File: config.mk
export PLATFORM = sky130hd
export DESIGN_NAME = pfail_guard
export DESIGN_NICKNAME = d
export VERILOG_FILES = /design/src/rtl/pfail_pkg.sv /design/src/rtl/pfail_sync.sv /design/src/rtl/pfail_ctrl.sv /design/src/rtl/pfail_datapath.sv /design/src/rtl/pfail_guard.sv
export SDC_FILE = /design/constraint.sdc
export NUM_CORES = 1
export LEC_CHECK = 0
export CAP_MARGIN = 0
export CELL_PAD_IN_SITES_DETAIL_PLACEMENT = 0
export CELL_PAD_IN_SITES_GLOBAL_PLACEMENT = 1
export CORE_UTILIZATION = 43
export DETAILED_ROUTE_END_ITERATION = 10
export PLACE_DENSITY = 0.73
export SKIP_CTS_REPAIR_TIMING = 1
export SLEW_MARGIN = 20
export SYNTH_ARGS = -nofsm -noshare
export SYNTH_HDL_FRONTEND = slang
export SYNTH_HIERARCHICAL = 1
export SYNTH_SLANG_ARGS = --single-unit
File: constraint.sdc
create_clock -name clk -period 2.27 [get_ports clk]
set_clock_uncertainty 0.2 [all_clocks]
set_input_delay 0.454 -clock clk [delete_from_list [all_inputs] [get_ports clk]]
set_output_delay 0.454 -clock clk [all_outputs]
set_load 0.1 [all_outputs]
File: src/rtl/pfail_pkg.sv
package pfail_pkg;

  typedef enum logic [1:0] {
    ST_OFF     = 2'd0,
    ST_RECOVER = 2'd1,
    ST_RUN     = 2'd2
  } guardState_t;

  typedef struct packed {
    logic cntClear;     // hold the recovery counter at zero
    logic cntRun;       // advance the recovery counter
    logic accessBlock;  // block all core access, hold reset
  } ctrlStrobes_t;

endpackage

File: src/rtl/pfail_sync.sv
module pfail_sync #(
  parameter int WIDTH  = 2,
  parameter int STAGES = 2
) (
  input  logic             clk,
  input  logic             rstN,
  input  logic [WIDTH-1:0] dIn,
  output logic [WIDTH-1:0] qOut
);

  logic [WIDTH-1:0] chain [STAGES];

  generate
    for (genvar s = 0; s < STAGES; s++) begin : g_stage
      if (s == 0) begin : g_first
        always_ff @(posedge clk or negedge rstN) begin
          if (!rstN) chain[s] <= '0;
          else       chain[s] <= dIn;
        end
      end else begin : g_next
        always_ff @(posedge clk or negedge rstN) begin
          if (!rstN) chain[s] <= '0;
          else       chain[s] <= chain[s-1];
        end
      end
    end
  endgenerate

  assign qOut = chain[STAGES-1];

endmodule

File: src/rtl/pfail_ctrl.sv
module pfail_ctrl
  import pfail_pkg::*;
(
  input  logic         clk,
  input  logic         rstN,
  input  logic         wpOkSync,
  input  logic         cntDone,
  output ctrlStrobes_t strobes
);

  guardState_t state, stateNext;

  always_ff @(posedge clk or negedge rstN) begin
    if (!rstN) state <= ST_OFF;
    else       state <= stateNext;
  end

  always_comb begin
    stateNext = state;
    unique case (state)
      ST_OFF:     if (wpOkSync) stateNext = ST_RECOVER;
      ST_RECOVER: begin
        if (!wpOkSync)    stateNext = ST_OFF;
        else if (cntDone) stateNext = ST_RUN;
      end
      ST_RUN:     if (!wpOkSync) stateNext = ST_OFF;
      default:    stateNext = ST_OFF;
    endcase
  end

  always_comb begin
    strobes.cntClear    = (state != ST_RECOVER);
    strobes.cntRun      = (state == ST_RECOVER);
    strobes.accessBlock = (state != ST_RUN);
  end

endmodule

File: src/rtl/pfail_datapath.sv
module pfail_datapath
  import pfail_pkg::*;
#(
  parameter int RECOVERY_CYCLES = 35000
) (
  input  logic         clk,
  input  logic         rstN,
  input  logic         wpOkSync,
  input  logic         batOkSync,
  input  ctrlStrobes_t strobes,
  input  logic         reqCe,
  input  logic         reqWe,
  output logic         cntDone,
  output logic         accessCe,
  output logic         accessWe,
  output logic         accessInhibit,
  output logic         resetOutN,
  output logic         selBattery,
  output logic         batteryArmed
);

  localparam int CNT_W = $clog2(RECOVERY_CYCLES + 1);
  localparam logic [CNT_W-1:0] CNT_LAST = CNT_W'(RECOVERY_CYCLES - 1);

  logic [CNT_W-1:0] recCnt;

  // recovery interval counter
  always_ff @(posedge clk or negedge rstN) begin
    if (!rstN)                          recCnt <= '0;
    else if (strobes.cntClear)          recCnt <= '0;
    else if (strobes.cntRun && !cntDone) recCnt <= recCnt + 1'b1;
  end

  assign cntDone = (recCnt == CNT_LAST);

  // one-time battery seal: arms on the first valid supply, never disarms
  always_ff @(posedge clk or negedge rstN) begin
    if (!rstN)         batteryArmed <= 1'b0;
    else if (wpOkSync) batteryArmed <= 1'b1;
  end

  // switchover at the lower of the two thresholds: supply below both
  always_ff @(posedge clk or negedge rstN) begin
    if (!rstN) selBattery <= 1'b0;
    else       selBattery <= batteryArmed && !wpOkSync && !batOkSync;
  end

  // access gating, combinational so a strobe dies with the inhibit
  assign accessInhibit = strobes.accessBlock;
  assign resetOutN     = !strobes.accessBlock;
  assign accessCe      = reqCe && !strobes.accessBlock;
  assign accessWe      = reqCe && reqWe && !strobes.accessBlock;

endmodule

File: src/rtl/pfail_guard.sv
module pfail_guard
  import pfail_pkg::*;
#(
  parameter int RECOVERY_CYCLES = 35000,
  parameter int SYNC_STAGES     = 2
) (
  input  logic clk,
  input  logic rstN,
  input  logic supplyAboveWpRaw,
  input  logic supplyAboveBatRaw,
  input  logic reqCe,
  input  logic reqWe,
  output logic accessCe,
  output logic accessWe,
  output logic accessInhibit,
  output logic resetOutN,
  output logic selBattery,
  output logic batteryArmed
);

  logic [1:0]   flagSync;
  logic         cntDone;
  ctrlStrobes_t strobes;

  pfail_sync #(.WIDTH(2), .STAGES(SYNC_STAGES)) i_sync (
    .clk  (clk),
    .rstN (rstN),
    .dIn  ({supplyAboveBatRaw, supplyAboveWpRaw}),
    .qOut (flagSync)
  );

  pfail_ctrl i_ctrl (
    .clk      (clk),
    .rstN     (rstN),
    .wpOkSync (flagSync[0]),
    .cntDone  (cntDone),
    .strobes  (strobes)
  );

  pfail_datapath #(.RECOVERY_CYCLES(RECOVERY_CYCLES)) i_dp (
    .clk           (clk),
    .rstN          (rstN),
    .wpOkSync      (flagSync[0]),
    .batOkSync     (flagSync[1]),
    .strobes       (strobes),
    .reqCe         (reqCe),
    .reqWe         (reqWe),
    .cntDone       (cntDone),
    .accessCe      (accessCe),
    .accessWe      (accessWe),
    .accessInhibit (accessInhibit),
    .resetOutN     (resetOutN),
    .selBattery    (selBattery),
    .batteryArmed  (batteryArmed)
  );

endmodule

==> flow_metrics.env, run 1 <==
export IMPL_status="complete, no violations"
export IMPL_tns_ns=0
export IMPL_hold_class="reg2reg"
export IMPL_fin_cells=163
export IMPL_layout_common_cells="24 x dfrtp_1, 16 x nor2_1, 6 x inv_1, 6 x nand3_1"
export IMPL_viasPerCell=5.35
export IMPL_htreeDepth=1
export IMPL_p_comb_frac=0.081
export IMPL_grt_setup_unrepaired="no"
export IMPL_die_area_um2=3110
export IMPL_place_ws_ns=0.214
export IMPL_cts_root_buffer="clkbuf_4"
export IMPL_seqPwrFrac=0.611
export IMPL_slew_viol_final=0
export IMPL_grt_pass1_vias=898
export IMPL_finalHoldViolations=0
export IMPL_die_w_um=55.8
export IMPL_syn_nets=127
export IMPL_crit_path_max_fanout=4
export IMPL_cts_inserted_buffers=3
export IMPL_power_frac_clock=0.308
export IMPL_power_switching_uw=168
export IMPL_final_area_um2=1460
export IMPL_r2r_slack_ns=0.31
export IMPL_required_ns=1.62
export IMPL_syn_area_um2=1240
export IMPL_powerDensity_nw_per_um2=496
export IMPL_crit_path_top_delay_cell="dfrtp_1"
export IMPL_dieHeight_um=55.8
export IMPL_crit_start="i_ctrl/state[0]"
export IMPL_p_int_uw=558
export IMPL_first_pass_iters=5
export IMPL_rows=19
export IMPL_cap_violations=0
export IMPL_r2r_start="i_dp/recCnt[0]"
export IMPL_fin_nets=140
export IMPL_wl_per_cell_um=13.8
export IMPL_ys_ff_latch=24
export IMPL_start_kind="register"
export IMPL_placed_cells=159
export IMPL_crit_end="accessWe"
export IMPL_io_pins=12
export IMPL_antenna_found_initial=0
export IMPL_drive_gt1_frac=0.182
export IMPL_wl_um=2240
export IMPL_synthCells=120
export IMPL_critical_path_max_stage_delay_ns=0.42
export IMPL_cts_num_sinks=24
export IMPL_start_util=0.451
export IMPL_ys_seq_area_frac=0.482
export IMPL_cts_tree="built"
export IMPL_dr_total_vias=872
export IMPL_fmax_mhz=470
export IMPL_setup_ws_ns=0.142
export IMPL_clkSlewWorstSetupHoldPaths_ns=0.13
export IMPL_antenna_cells=0
export IMPL_r2r_end="i_dp/recCnt[1]"
export IMPL_grt_usage=0.167
export IMPL_ys_types=38
export IMPL_place_congestion=0.788
export IMPL_fin_util=0.530
export IMPL_hold_slack_ns=0.170
export IMPL_max_slew_margin_rel=0.610
export IMPL_period_needed_ns=2.13
export IMPL_critPathKind="reg2out"
export IMPL_final_antenna_net_count=0
export IMPL_power_uw=726
export IMPL_cp_data_arrival_time_ns=1.47
export IMPL_tightest_slew_ns=0.584
export IMPL_syn_avg_cell_area_um2=10.4
export IMPL_crit_path_cell_trace="nand2b_2 -> nor2b_4 -> and2_4 -> buf_12"
export IMPL_layout_commonest_cell="dfrtp_1"
export IMPL_setup_viol=0
export IMPL_drtIter0Drc=30
export IMPL_fin_crit_sh=0.937
export IMPL_grt_pass1_wl_um=4070
export IMPL_grt_overflow=0
export IMPL_ys_warn_count=6
export IMPL_dpl_cell_area_um2=1430
export IMPL_p_sw_frac=0.232
export IMPL_grt_max_degree=25
export IMPL_end_kind="output pin"
export IMPL_cts_buffer_depth=2
export IMPL_peakVddDrop_mv=0.354
export IMPL_hpwl_um=1620
export IMPL_area_growth_pct=17.5
export IMPL_worstRegToRegCells=5
export IMPL_clkLatencyLatePin_ns=0.31
export IMPL_p_leak_nw=0.662
export IMPL_drc=0
export IMPL_port_buffers=11
export IMPL_core_um2=2760
==> Yosys cell counts (all sizes together) <==
| cell | n | share of area |
|---|---|---|
| dfrtp | 24 | 0.48 |
| nor2 | 16 | 0.048 |
| a21oi | 6 | 0.027 |
| inv | 6 | 0.018 |
| nand3 | 6 | 0.024 |
| buf | 5 | 0.025 |
| nand2 | 5 | 0.015 |
| nand2b | 5 | 0.027 |
| nand4 | 5 | 0.037 |
| nor2b | 5 | 0.025 |
| a31o | 3 | 0.021 |
| mux2 | 3 | 0.027 |
| nor4 | 3 | 0.027 |
| xnor2 | 3 | 0.021 |
| xor2 | 3 | 0.021 |
| and3 | 2 | 0.010 |
| and4 | 2 | 0.014 |
| nor3 | 2 | 0.0080 |
| nor3b | 2 | 0.012 |
| nor4b | 2 | 0.024 |
| a21bo | 1 | 0.0080 |
| a21o | 1 | 0.0060 |
| a41oi | 1 | 0.013 |
| and2 | 1 | 0.0050 |
| clkbuf | 1 | 0.0030 |
| ha | 1 | 0.010 |
| mux2i | 1 | 0.0080 |
| nand3b | 1 | 0.0060 |
| o21ai | 1 | 0.0040 |
| o22ai | 1 | 0.010 |
| or2 | 1 | 0.0050 |
| or2b | 1 | 0.0060 |
==> flip-flops by register name, indices dropped and copies added, names as in the netlist <==
signal / count
i_dp/selBattery: 1
i_sync/chain: 2
i_ctrl/state: 2
i_sync/qOut: 2
i_dp/batteryArmed: 1
i_dp/recCnt: 16
==> layer usage <==
layer | vias up | wire (µm) | share of wire | global-route usage
met5 | - | 0 | 0 | 0
met4 | 0 | 19 | 0.0085 | 0.0643
met3 | 2 | 59 | 0.026 | 0.0302
met2 | 10 | 1050 | 0.47 | 0.272
met1 | 425 | 1120 | 0.50 | 0.222
li1 | 435 | - | - | -
==> how the worst min path moves through the flow <==
stage               depth (start not counted)  slack, ns            start               to
global route                                0       0.19  i_sync/chain[2]   i_sync/qOut[0]
CTS                                         0       0.17  i_sync/chain[2]   i_sync/qOut[0]
detailed placement                          0       0.14  i_sync/chain[2]   i_sync/qOut[0]
floorplan                                   0      -0.04             rstN  i_ctrl/state[0]
global placement                            0       0.13  i_sync/chain[2]   i_sync/qOut[0]
finish                                      0       0.17  i_sync/chain[2]   i_sync/qOut[0]
==> final cells by class <==
class	count	area (µm²)
tap	31	38.8
timing repair buffer	14	168
fill	248	1290
clock buffer	4	36.3
multi-input combinational	84	597
inverter	6	22.5
sequential	24	601
==> power groups by stage <==
stage                     logic (mW)  registers [mW]  clock network, mW
final                         0.0590           0.444              0.223
after global placement        0.0588           0.451                  0
after global routing          0.0664           0.446              0.254
after detailed placement      0.0603           0.452                  0
after floorplan               0.0293           0.456                  0
after CTS                     0.0606           0.444              0.240
==> cells by family (layout without fill, tap and decap cells) <==
family,after synthesis,after routing,share of synthesized area
AND/OR/NAND/NOR,59,59,0.294
adder cells (fa/ha/maj),1,1,0.0100
multiplexers,4,4,0.0352
flip-flops,24,24,0.482
XOR/XNOR,6,6,0.0422
buffers and inverters,12,24,0.0462
AO/OA/AOI/OAI,14,14,0.0894
==> critical path: cells and delay by family (launching register included) <==
kind                   cells  cell delay (ns)
and+or+nand+nor            3             0.57
buffers and inverters      1             0.16
DFF                        1             0.42
Power figures use the tool's default switching activity.
==> run 2, diff against run 1 <==
- CTS_CLUSTER_DIAMETER: default -> 50
==> results of run 2 <==
Same layout as run 1: the final DEF is identical, and so are final timing and power.
==> run 3, diff against run 2 <==
- ABC_CLOCK_PERIOD_IN_PS: default -> 2270
==> results of run 3 <==
Same layout as run 1: the final DEF is identical, and so are final timing and power.
